$ cat src/rtl/slp_pkg.sv
package slp_pkg;
    typedef enum logic [1:0] {
        SLP_AWAKE   = 2'd0,
        SLP_ENTER   = 2'd1,
        SLP_ASLEEP  = 2'd2,
        SLP_RECOVER = 2'd3
    } slp_state_e;
endpackage

$ cat src/rtl/slp_sync.sv
module slp_sync #(
    parameter int STAGES = 2
) (
    input  logic clk,
    input  logic rst_n,
    input  logic din,
    output logic dout
);
    logic [STAGES-1:0] chain_q;
    logic [STAGES-1:0] chain_d;

    generate
        if (STAGES == 1) begin : g_one
            always_comb chain_d = din;
        end else begin : g_many
            always_comb chain_d = {chain_q[STAGES-2:0], din};
        end
    endgenerate

    always_ff @(posedge clk or negedge rst_n) begin
        if (!rst_n) chain_q <= '0;
        else        chain_q <= chain_d;
    end

    assign dout = chain_q[STAGES-1];
endmodule

$ cat src/rtl/slp_fsm.sv
module slp_fsm
    import slp_pkg::*;
#(
    parameter int ENTRY_CYC = 2,
    parameter int EXIT_CYC  = 2
) (
    input  logic       clk,
    input  logic       rst_n,
    input  logic       req_s,
    input  logic       acc_pend,
    output slp_state_e state,
    output logic       enter_now,
    output logic       acc_cancel
);
    localparam int MAXC = (ENTRY_CYC > EXIT_CYC) ? ENTRY_CYC : EXIT_CYC;
    localparam int CW   = (MAXC > 1) ? $clog2(MAXC) : 1;
    localparam logic [CW-1:0] ENTRY_LD = CW'(ENTRY_CYC - 1);
    localparam logic [CW-1:0] EXIT_LD  = CW'(EXIT_CYC - 1);

    typedef struct packed {
        slp_state_e    st;
        logic [CW-1:0] cnt;
        logic          cancel;
    } fsm_t;

    fsm_t r_q, r_d;

    always_comb begin
        r_d        = r_q;
        r_d.cancel = 1'b0;
        enter_now  = 1'b0;
        case (r_q.st)
            SLP_AWAKE: begin
                if (req_s) begin
                    enter_now  = 1'b1;
                    r_d.st     = SLP_ENTER;
                    r_d.cnt    = ENTRY_LD;
                    r_d.cancel = acc_pend;
                end
            end
            SLP_ENTER: begin
                if (r_q.cnt == '0) r_d.st  = SLP_ASLEEP;
                else               r_d.cnt = r_q.cnt - 1'b1;
            end
            SLP_ASLEEP: begin
                if (!req_s) begin
                    r_d.st  = SLP_RECOVER;
                    r_d.cnt = EXIT_LD;
                end
            end
            default: begin
                if (r_q.cnt == '0) r_d.st  = SLP_AWAKE;
                else               r_d.cnt = r_q.cnt - 1'b1;
            end
        endcase
    end

    always_ff @(posedge clk or negedge rst_n) begin
        if (!rst_n) r_q <= '{st: SLP_AWAKE, cnt: '0, cancel: 1'b0};
        else        r_q <= r_d;
    end

    assign state      = r_q.st;
    assign acc_cancel = r_q.cancel;

    AST_ASLEEP_AFTER_ENTER: assert property (@(posedge clk) disable iff (!rst_n)
        (r_q.st == SLP_ASLEEP && $past(r_q.st) != SLP_ASLEEP) |-> $past(r_q.st) == SLP_ENTER)
        else $error("asleep reached without entry");
    AST_CNT_BOUND: assert property (@(posedge clk) disable iff (!rst_n)
        (r_q.cnt <= CW'(MAXC - 1)))
        else $error("counter out of range");
    AST_AWAKE_AFTER_RECOVER: assert property (@(posedge clk) disable iff (!rst_n)
        (r_q.st == SLP_AWAKE && $past(r_q.st) != SLP_AWAKE) |-> $past(r_q.st) == SLP_RECOVER)
        else $error("awake reached without recovery");
    AST_CANCEL_ON_ENTRY: assert property (@(posedge clk) disable iff (!rst_n)
        acc_cancel |-> ($past(r_q.st) == SLP_AWAKE && r_q.st == SLP_ENTER))
        else $error("cancel outside entry decision");
endmodule

$ cat src/rtl/slp_sel_mon.sv
module slp_sel_mon
    import slp_pkg::*;
#(
    parameter int NUM_SEL = 3
) (
    input  logic               clk,
    input  logic               rst_n,
    input  slp_state_e         state,
    input  logic               enter_now,
    input  logic [NUM_SEL-1:0] sel_act,
    output logic               sel_err
);
    typedef struct packed {
        logic err;
    } mon_t;

    mon_t m_q, m_d;
    logic guarded;

    always_comb begin
        guarded  = (state != SLP_AWAKE) || enter_now;
        m_d.err  = guarded && (|sel_act);
    end

    always_ff @(posedge clk or negedge rst_n) begin
        if (!rst_n) m_q <= '{err: 1'b0};
        else        m_q <= m_d;
    end

    assign sel_err = m_q.err;

    AST_ERR_NEEDS_SEL: assert property (@(posedge clk) disable iff (!rst_n)
        sel_err |-> $past(|sel_act))
        else $error("error without select");
    AST_NO_ERR_AWAKE_IDLE: assert property (@(posedge clk) disable iff (!rst_n)
        ($past(state) == SLP_AWAKE && !$past(enter_now)) |-> !sel_err)
        else $error("error while idle awake");
endmodule

$ cat src/rtl/sram_sleep_ctrl.sv
module sram_sleep_ctrl
    import slp_pkg::*;
#(
    parameter int NUM_SEL     = 3,
    parameter int SYNC_STAGES = 2,
    parameter int ENTRY_CYC   = 2,
    parameter int EXIT_CYC    = 2
) (
    input  logic               clk,
    input  logic               rst_n,
    input  logic               sleep_req,
    input  logic [NUM_SEL-1:0] sel_act,
    input  logic               acc_pend,
    output logic               acc_open,
    output logic               pwr_dn,
    output logic               acc_cancel,
    output logic               sel_err
);
    logic       req_s;
    logic       enter_now;
    slp_state_e state;

    slp_sync #(.STAGES(SYNC_STAGES)) u_sync (
        .clk  (clk),
        .rst_n(rst_n),
        .din  (sleep_req),
        .dout (req_s)
    );

    slp_fsm #(.ENTRY_CYC(ENTRY_CYC), .EXIT_CYC(EXIT_CYC)) u_fsm (
        .clk       (clk),
        .rst_n     (rst_n),
        .req_s     (req_s),
        .acc_pend  (acc_pend),
        .state     (state),
        .enter_now (enter_now),
        .acc_cancel(acc_cancel)
    );

    slp_sel_mon #(.NUM_SEL(NUM_SEL)) u_mon (
        .clk      (clk),
        .rst_n    (rst_n),
        .state    (state),
        .enter_now(enter_now),
        .sel_act  (sel_act),
        .sel_err  (sel_err)
    );

    assign acc_open = (state == SLP_AWAKE);
    assign pwr_dn   = (state == SLP_ASLEEP);

    AST_PD_GATE_SHUT: assert property (@(posedge clk) disable iff (!rst_n)
        pwr_dn |-> !acc_open)
        else $error("gate open while powered down");
    AST_OPEN_NOT_EARLY: assert property (@(posedge clk) disable iff (!rst_n)
        $fell(acc_open) |-> !pwr_dn)
        else $error("power down without entry phase");
endmodule

$ cat config.mk
export PLATFORM = sky130hd
export DESIGN_NAME = sram_sleep_ctrl
export DESIGN_NICKNAME = d
export VERILOG_FILES = /design/src/rtl/slp_pkg.sv /design/src/rtl/slp_sync.sv /design/src/rtl/slp_fsm.sv /design/src/rtl/slp_sel_mon.sv /design/src/rtl/sram_sleep_ctrl.sv
export SDC_FILE = /design/constraint.sdc
export NUM_CORES = 1
export LEC_CHECK = 0
export BUFFER_PORTS_ARGS = -buffer_cell sky130_fd_sc_hd__buf_2
export CAP_MARGIN = 10
export CORE_AREA = 2 2 39 41
export DETAILED_ROUTE_END_ITERATION = 16
export DIE_AREA = 0 0 41 43
export PLACE_DENSITY_LB_ADDON = 0.1
export SYNTH_ARGS = -nofsm -noshare
export SYNTH_HDL_FRONTEND = slang
export SYNTH_SLANG_ARGS = --single-unit
$ cat constraint.sdc
create_clock -name clk -period 1.6 [get_ports clk]
set_clock_uncertainty 0.05 [all_clocks]
set_input_delay 0.16 -clock clk [delete_from_list [all_inputs] [get_ports clk]]
set_output_delay 0.16 -clock clk [all_outputs]
set_load 0.01 [all_outputs]
# [Yosys cells after proc, flatten, opt, wreduce, memory -nomap -nowiden]
# Index checks and enable logic that the tools add are counted.
[classes] n_addsub=1 eq_ne=6 n_mux=9 reduce_logical=7
[ops] op="case mux 3 bit (3 select lines)" count=1
[ops] op="2-to-1 mux 1 bit" count=4
[ops] op="2-to-1 mux 2 bit" count=2
[ops] op="2-to-1 mux 4 bit" count=1
[ops] op="inequality test 2 bit (second input constant)" count=2
[ops] op="AND reduction 4 bit" count=1
[ops] op="2-to-1 mux 3 bit" count=1
[ops] op="inequality test 3 bit (second input constant)" count=1
[ops] op="OR reduction 3 bit" count=1
[ops] op="== test 2 x 1 -> 1 bit (second input constant)" count=1
[ops] op="== test 2 bit (second input constant)" count=1
[ops] op="zero test 2 bit" count=1
[ops] op="inequality test 2 x 1 -> 1 bit (second input constant)" count=1
[ops] op="AND reduction 2 bit" count=1
[ops] op="nonzero test 2 bit" count=1
[ops] op="logical AND 1 bit" count=1
[ops] op="logical OR 1 bit" count=1
[ops] op="subtractor 1 bit (second input constant)" count=1
[totals] register_bits=7 input_bits=7 out_inout_bits=4 wordCells=28

# [Depth between registers and ports, before layout]
# Gate-level depths: netlist of run 1.
[depth] word_depth=4 ltp_mapped=5 ltp_nobuf=5

# [Cells and area by module]
# From an unflattened synthesis of run 1, not the netlist that was laid out.
[unflattened] cells_unflattened=29 area_unflattened_um2=337.8
[by_module_without_submodules] module="slp_fsm" n_inst=1 cells_each=21 area_each_um2=231.5 seq_area_each_um2=100.1
[by_module_without_submodules] module="slp_sync" n_inst=1 cells_each=2 area_each_um2=50.0 seq_area_each_um2=50.0
[by_module_without_submodules] module="slp_sel_mon" n_inst=1 cells_each=4 area_each_um2=38.8 seq_area_each_um2=25.0
[by_module_without_submodules] module="sram_sleep_ctrl" n_inst=1 cells_each=2 area_each_um2=17.5 seq_area_each_um2=0.0

# [Least setup slack after synthesis of run 1]
# No wires, ideal clock.
[synth_timing] path_type="register -> register" from="register u_fsm.r_q (netlist bit u_fsm.state[1])" to="register u_fsm.r_q (netlist bit u_fsm.state[0])" setup_time_ns=0.128 arrival_time_ns=1.488 t_required_ns=1.422 path_slack_ns=-0.066 path_stages_with_launch=6 n_path_buf=0 synth_period_minus_slack_ns=1.666 cell_sequence="dfrtp_1 -> inv_1 -> ha_1 -> mux2_4 -> a21oi_4 -> mux2_1"
[synth_via] elab_chain_len=3 word_cells_on_any_way=9 classes_between="eq/ne (6); mux (1); reduce/logical (2)"
[synth_rtl] element="from (decl)" line_no="slp_fsm.sv:26" source="fsm_t r_q, r_d;"
[synth_rtl] element="from (signal assigned)" line_no="slp_fsm.sv:59" source="if (!rst_n) r_q <= '{st: SLP_AWAKE, cnt: '0, cancel: 1'b0};"
[synth_rtl] element="from (signal assigned)" line_no="slp_fsm.sv:60" source="else r_q <= r_d;"
[synth_rtl] element="zero test 2 bit *"
[synth_rtl] element="net acc_open" line_no="sram_sleep_ctrl.sv:14" source="output logic acc_open,"
[synth_rtl] element="inequality test 3 bit (no line) / inequality test 2 x 1 -> 1 bit (equally long branches)"
[synth_rtl] element="AND reduction 4 bit (no line)"
# Mark *: on every way through the listed nets, which the timed path passes. The rest lies on a longest branch.
# A chain may end at the register's enable or synchronous reset.

# [Final worst setup path of run 1]
[layout_timing] from="register u_fsm.r_q (netlist bit u_fsm.state[1])" to="register u_fsm.r_q (netlist bit u_fsm.state[1])"
[layout_via] elab_chain_len=3 word_cells_on_any_way=9 classes_between="eq/ne (6); mux (1); reduce/logical (2)"
[layout_rtl] element="== test 2 bit (tied with other cells)" line_no="slp_fsm.sv:32" source="case (r_q.st)"
[layout_rtl] element="inequality test 3 bit (no line) (tied with other cells)"
[layout_rtl] element="AND reduction 4 bit (no line)"
# Parallel ways exist; a longest one is shown, timed or not.

==> results.ini, run 1 <==
[outcome]
outcome = finished, final reports clean

[sta]
tightest_slew_ns = 0.229
period_minus_slack_ns = 1.58
finalSetupViolCount = 0
hold_slack_ns = 0.116
hold_violations = 0
min_period_over_period_pct = 98.6
fmax_mhz = 634
slew_headroom_pct = 84.6
slew_viol_final = 0

[yosys]
yosys.area.top_type = dfrtp_1
synthAdderAreaFrac_pct = 13.8
netlist_area_um2 = 363
syn_nets = 40
yosys_warnings = 0
synth_top_family_by_area = compound AO/OA/AOI/OAI gates
ys_ff_latch = 7
synthSimpleGateAreaFrac_pct = 8.62
syn_avg_cell_area_um2 = 12.5
synth_top_area_share_pct = 48.3
ys_seq_area_share_pct = 48.3
ys_types = 15
synthTopCellsByArea = dfrtp_1 48%, ha_1 14%, mux2_4 8.3%
synth_xor_area_share_pct = 0
synth-compound-area-share_pct = 13.8
synth_cells = 29
synth_mux_area_share_pct = 11.4

[global_routing]
groute.usage.overall_pct = 11.8
first_global_vias = 301
grt_pass1_wl_um = 1280
grt_max_degree = 8
overflow = 0
antenna_found_initial = 0

[pwr]
sequentialPowerShare_pct = 25.0
irDropWorstVdd_mv = 0.846
clkPwrFrac_pct = 13.8
cellLeakagePower_nw = 0.275
p_sw_w = 0.000395
p_sw_share_pct = 35.4
powerDensity_nw_per_um2 = 2020
finalPower_w = 0.00112
power_frac_comb_pct = 61.2
p_int_w = 0.000722

[route]
drt_iter0_drc = 0
wl_per_cell_um = 11.7
wl_um = 784
num_vias = 292
ant_nets = 0
firstDrtPassIters = 1
route.detailed.drc = 0
via_per_inst = 4.36

[floorplanning]
coreArea_um2 = 1380
die-area_um2 = 1760
ioPinCount = 11
initial_utilization_pct = 26.2
std_cell_rows = 14
die_y_um = 43
fp.dieW_um = 41

[flow_run]
cap_violations = 0

[clock_network]
cts_tree = yes
htree_levels = 1
clock_sinks = 7
path_clk_slew_ns = 0.05
clock_latency_ns = 0.25
numCtsBuffers = 3
root_buffer = clkbuf_4
clockBufferDepth = 2

[worst_setup_path]
cp-start-kind = register
path_class = reg -> reg
end_kind = register
cp_max_fo = 4
cp.arrival_ns = 1.65
cpPeakStageDelay_ns = 0.41
cp_slowest_cell = dfrtp_1
path_buf_inv = 1
cpLargestDelayFamily = multiplexers
required_ns = 1.67
crit_path_frequent_cell = mux2_4
worstPathCellList = inv_2 > ha_4 > mux2_4 > a21oi_4 > mux2_4

[placement]
gp_congestion = 0.696
io_buffer_count = 10

[final_layout]
layout_commonest_cell = buf_2
final_util_pct = 40.1
layout_common_cells = 10 x buf_2, 7 x dfrtp_1, 6 x buf_4
num_antenna_cells = 0
final_nets = 63
syn_to_final_growth_pct = 52.8
drive_gt1_share_pct = 56.9

[worst_hold_path]
hold_class = in -> reg

==> synthesized netlist by cell type <==
| cell | count |
|---|---|
| dfrtp_1 | 7 |
| ha_1 | 4 |
| inv_1 | 4 |
| a21oi_1 | 2 |
| mux2_4 | 2 |
| a21oi_4 | 1 |
| and3_2 | 1 |
| mux2_1 | 1 |
| nand2b_1 | 1 |
| nand3_1 | 1 |
| nor3_1 | 1 |
| nor3b_1 | 1 |
| o21bai_1 | 1 |
| o221ai_1 | 1 |
| o31ai_1 | 1 |
==> what timing repair did <==
| action | in CTS | in global routing |
|---|---|---|
| pin swaps | 0 | 1 |
| hold buffers | 2 | 0 |
| buffers inserted | 1 | 1 |
| gates resized for setup | 0 | 6 |
| setup endpoints to repair | 1 | 2 |
| hold endpoints to repair | 8 | 0 |
==> cell type report <==
type                       count  area, µm²
inverter                       4       15.0
timing repair buffer          18        115
sequential                     7        175
fill                         140        830
tap                           16       20.0
clock buffer                   4       26.3
multi-input combinational     18        203
==> power by group through the flow <==
| stage | logic, W | clock network, W | registers (W) |
|---|---|---|---|
| 2_1_floorplan | 0.000364 | 0 | 0.000285 |
| 3_3_place_gp | 0.000549 | 0 | 0.000276 |
| 3_5_place_dp | 0.000560 | 0 | 0.000278 |
| 4_1_cts | 0.000585 | 0.000161 | 0.000274 |
| 5_1_grt | 0.000738 | 0.000178 | 0.000288 |
| 6_report | 0.000683 | 0.000155 | 0.000279 |
==> cells by family after synthesis <==
family | count (synthesis)
adder cells (fa/ha/maj) | 4
AO/OA/AOI/OAI | 6
AND/OR/NAND/NOR | 5
multiplexers | 3
flip-flops | 7
buffers and inverters | 4
==> worst paths after layout <==
| path | startpoint | to | slack, ns | cells after the start |
|---|---|---|---|---|
| max reg2reg | u_fsm.state[1] | u_fsm.state[1] | 0.02 | 5 |
| min reg2reg | u_sync.chain_q[0] | u_sync.chain_q[1] | 0.30 | 0 |
| min | sel_act[2] | u_mon.sel_err | 0.12 | 3 |
| min in group asynchronous | rst_n | u_mon.sel_err | 0.22 | 2 |
| max in group asynchronous | rst_n | u_fsm.state[1] | 1.12 | 2 |
| max | u_fsm.state[1] | u_fsm.state[1] | 0.02 | 5 |
==> through the flow <==
stage / setup TNS, ns / instances / area, µm² / setup WS, ns
floorplan: 0 / 29 / 375 / 0.00150
global placement: 0 / 59 / 475 / 0.0349
detailed placement: 0 / 59 / 475 / 0.00312
CTS: 0 / 66 / 529 / 0.00481
global route: -0.0106 / 67 / 554 / -0.00821
finish: 0 / 67 / 554 / 0.0232
==> flip-flops by register name, summed over array words and instances (netlist names) <==
signal            flops
u_fsm.acc_cancel      1
u_fsm.r_q             1
u_fsm.state           2
u_mon.sel_err         1
u_sync.chain_q        2
==> metal layers <==
| layer | vias to the layer above | wire length (µm) | global-route usage, % |
|---|---|---|---|
| li1 | 143 | - | - |
| met1 | 143 | 277 | 10.8 |
| met2 | 6 | 477 | 18.8 |
| met3 | 0 | 29 | 7.85 |
| met4 | 0 | 0 | 6.00 |
| met5 | - | 0 | 0 |
==> tightest hold or removal path: cells and delay by family <==
| family | cells | cell delay [ns] |
|---|---|---|
| buf+inv | 1 | 0.08 |
| simple gates | 1 | 0.03 |
| compound gates | 1 | 0.10 |
(Power assumes the default switching activity.)
==> inputs of run 2 (changes only) <==
==> constraint.sdc (replaced) <==
create_clock -name clk -period 1.6 [get_ports clk]
set_clock_uncertainty 0.05 [all_clocks]
set_input_delay 0.32 -clock clk [delete_from_list [all_inputs] [get_ports clk]]
set_output_delay 0.32 -clock clk [all_outputs]
set_load 0.01 [all_outputs]
==> run 2 against run 1 <==
Die area is the same. Sequential share of layout area grew 0.58 points. Combinational power is essentially flat. Clock power is essentially flat. Clock-buffer cell count is the same. Final cell count shrank 1.5%. Critical path type unchanged. Global-route usage is the same. Register-to-register slack is essentially flat. Sequential cell count is the same. Non-clock buffer count shrank 1. Setup slack is essentially flat. Sequential power is essentially flat.
==> results.ini, run 2 (same netlist as run 1, synthesis figures left out) <==
[sta]
hold_violations = 0  ; unchanged
min_period_over_period_pct = 98.6  ; about the same
tightest_slew_ns = 0.229  ; unchanged
finalSetupViolCount = 0  ; unchanged
slew_viol_final = 0  ; unchanged
period_minus_slack_ns = 1.58  ; -0.00000520 ns
fmax_mhz = 634  ; about the same
slew_headroom_pct = 84.6  ; unchanged

[route]
wl_per_cell_um = 11.8  ; +1.1%
route.detailed.drc = 0  ; unchanged
via_per_inst = 4.39  ; +0.82%
drt_iter0_drc = 0  ; unchanged
wl_um = 781  ; -0.38%
num_vias = 290  ; -0.68%
firstDrtPassIters = 1  ; unchanged
ant_nets = 0  ; unchanged

[worst_setup_path]
r2r_end = u_fsm.state[1]
cp_slowest_cell = dfrtp_1
crit_path_frequent_cell = mux2_4
cpLargestDelayFamily = multiplexers
reg2reg_depth = 5  ; unchanged
required_ns = 1.67  ; about the same
worstPathCellList = inv_2 > ha_4 > mux2_4 > a21oi_4 > mux2_4
reg2reg_setup_slack_ns = 0.02  ; about the same
cp-start-kind = register
cpPeakStageDelay_ns = 0.41  ; about the same
end_kind = register
cp_max_fo = 4  ; unchanged
path_buf_inv = 1  ; unchanged
cp.arrival_ns = 1.65  ; about the same
path_class = reg -> reg
timing.rr.start = u_fsm.state[1]

[placement]
io_buffer_count = 10  ; unchanged
gp_congestion = 0.696  ; unchanged
place_area_um2 = 475  ; unchanged

[global_routing]
first_global_vias = 301  ; unchanged
antenna_found_initial = 0  ; unchanged
grt_max_degree = 8  ; unchanged
groute.usage.overall_pct = 11.8  ; unchanged
overflow = 0  ; unchanged
grt_pass1_wl_um = 1280  ; unchanged

[clock_network]
numCtsBuffers = 3  ; unchanged
path_clk_slew_ns = 0.05  ; about the same
clock_sinks = 7  ; unchanged
htree_levels = 1  ; unchanged
cts_tree = yes
clockBufferDepth = 2  ; unchanged
clock_latency_ns = 0.25  ; about the same
root_buffer = clkbuf_4

[final_layout]
syn_to_final_growth_pct = 50.0
layout_commonest_cell = buf_2
final_util_pct = 39.3  ; -0.72 points
num_antenna_cells = 0  ; unchanged
stdcell_area_um2 = 544  ; -1.8%
final_nets = 62  ; -1.6%
drive_gt1_share_pct = 58.0  ; +1.1 points
n_fill_cell = 141  ; +0.71%
layout_common_cells = 10 x buf_2, 7 x dfrtp_1, 6 x buf_4

[floorplanning]
ioPinCount = 11  ; unchanged
fp.dieW_um = 41  ; unchanged
coreArea_um2 = 1380  ; unchanged
die_y_um = 43  ; unchanged
initial_utilization_pct = 26.2  ; unchanged
die-area_um2 = 1760  ; unchanged
std_cell_rows = 14  ; unchanged

[flow_run]
cap_violations = 0  ; unchanged

[pwr]
powerDensity_nw_per_um2 = 2050  ; +1.7%
irDropWorstVdd_mv = 0.846  ; about the same
cellLeakagePower_nw = 0.270  ; -1.5%

[outcome]
outcome = finished, final reports clean

[worst_hold_path]
min_path_cells = 1  ; -2
hold_class = in -> reg
hp-start = sleep_req
whs_endpoint = u_sync.chain_q[0]

## run 2: cell types whose count changed in the layout (fill, tap and decap cells not counted), sizes merged
cell and delta:
dlygate4sd3 -1
## run 2: how the worst max path moves through the flow
stage,startpoint,to,cells past startpoint
3_5_place_dp,u_fsm.state[1],u_fsm.state[0],5
3_3_place_gp,u_fsm.state[1],u_fsm.state[0],5
5_1_grt,u_fsm.state[1],u_fsm.state[1],5
6_report,u_fsm.state[1],u_fsm.state[1],5
4_1_cts,u_fsm.state[1],u_fsm.state[0],5
2_1_floorplan,u_fsm.state[1],u_fsm.state[0],5
## run 2: layout make-up
cell class	instances	area, µm²	area share [%]
multi-input combinational	18	203	37.2
clock buffer	4	26.3	4.83
timing repair buffer	17	105	19.3
inverter	4	15.0	2.76
tap	16	20.0	3.68
sequential	7	175	32.2
## run 2: timing repair
item                                    in CTS  in global routing
gates cloned                                 0                  0
hold endpoints to repair                     7                  0
hold buffers                                 1                  0
pin swaps                                    0                  1
buffers inserted                             1                  1
endpoints found under the setup margin       1                  3
gates resized for setup                      0                  6
## run 2: metal layers
metal | track usage, % | vias to the layer above | routed length (µm)
met5 | 0 | - | 0
met4 | 6.00 | 0 | 0
met3 | 7.85 | 0 | 29
li1 | - | 141 | -
met2 | 18.8 | 6 | 480
met1 | 10.8 | 143 | 271
## run 2: power by group
| group | internal, W | leakage [nW] | switching [W] |
|---|---|---|---|
| Combinational | 0.000393 | 0.171 | 0.000288 |
| Clock | 0.0000948 | 0.0150 | 0.0000597 |
| Sequential | 0.000232 | 0.0840 | 0.0000468 |
| Total | 0.000720 | 0.270 | 0.000395 |
## run 2: per-stage QoR
| stage | worst slack, ns | hold slack (ns) | instances | setup TNS, ns | total power [W] |
|---|---|---|---|---|---|
| 6_report | 0.0232 | 0.132 | 66 | 0 | 0.00112 |
| 3_5_place_dp | 0.00312 | 0.111 | 59 | 0 | 0.000838 |
| 3_3_place_gp | 0.0349 | 0.107 | 59 | 0 | 0.000825 |
| 5_1_grt | -0.00821 | 0.106 | 66 | -0.0149 | 0.00120 |
| 2_1_floorplan | 0.00150 | -0.0256 | 29 | 0 | 0.000649 |
| 4_1_cts | 0.00481 | 0.123 | 65 | 0 | 0.00102 |
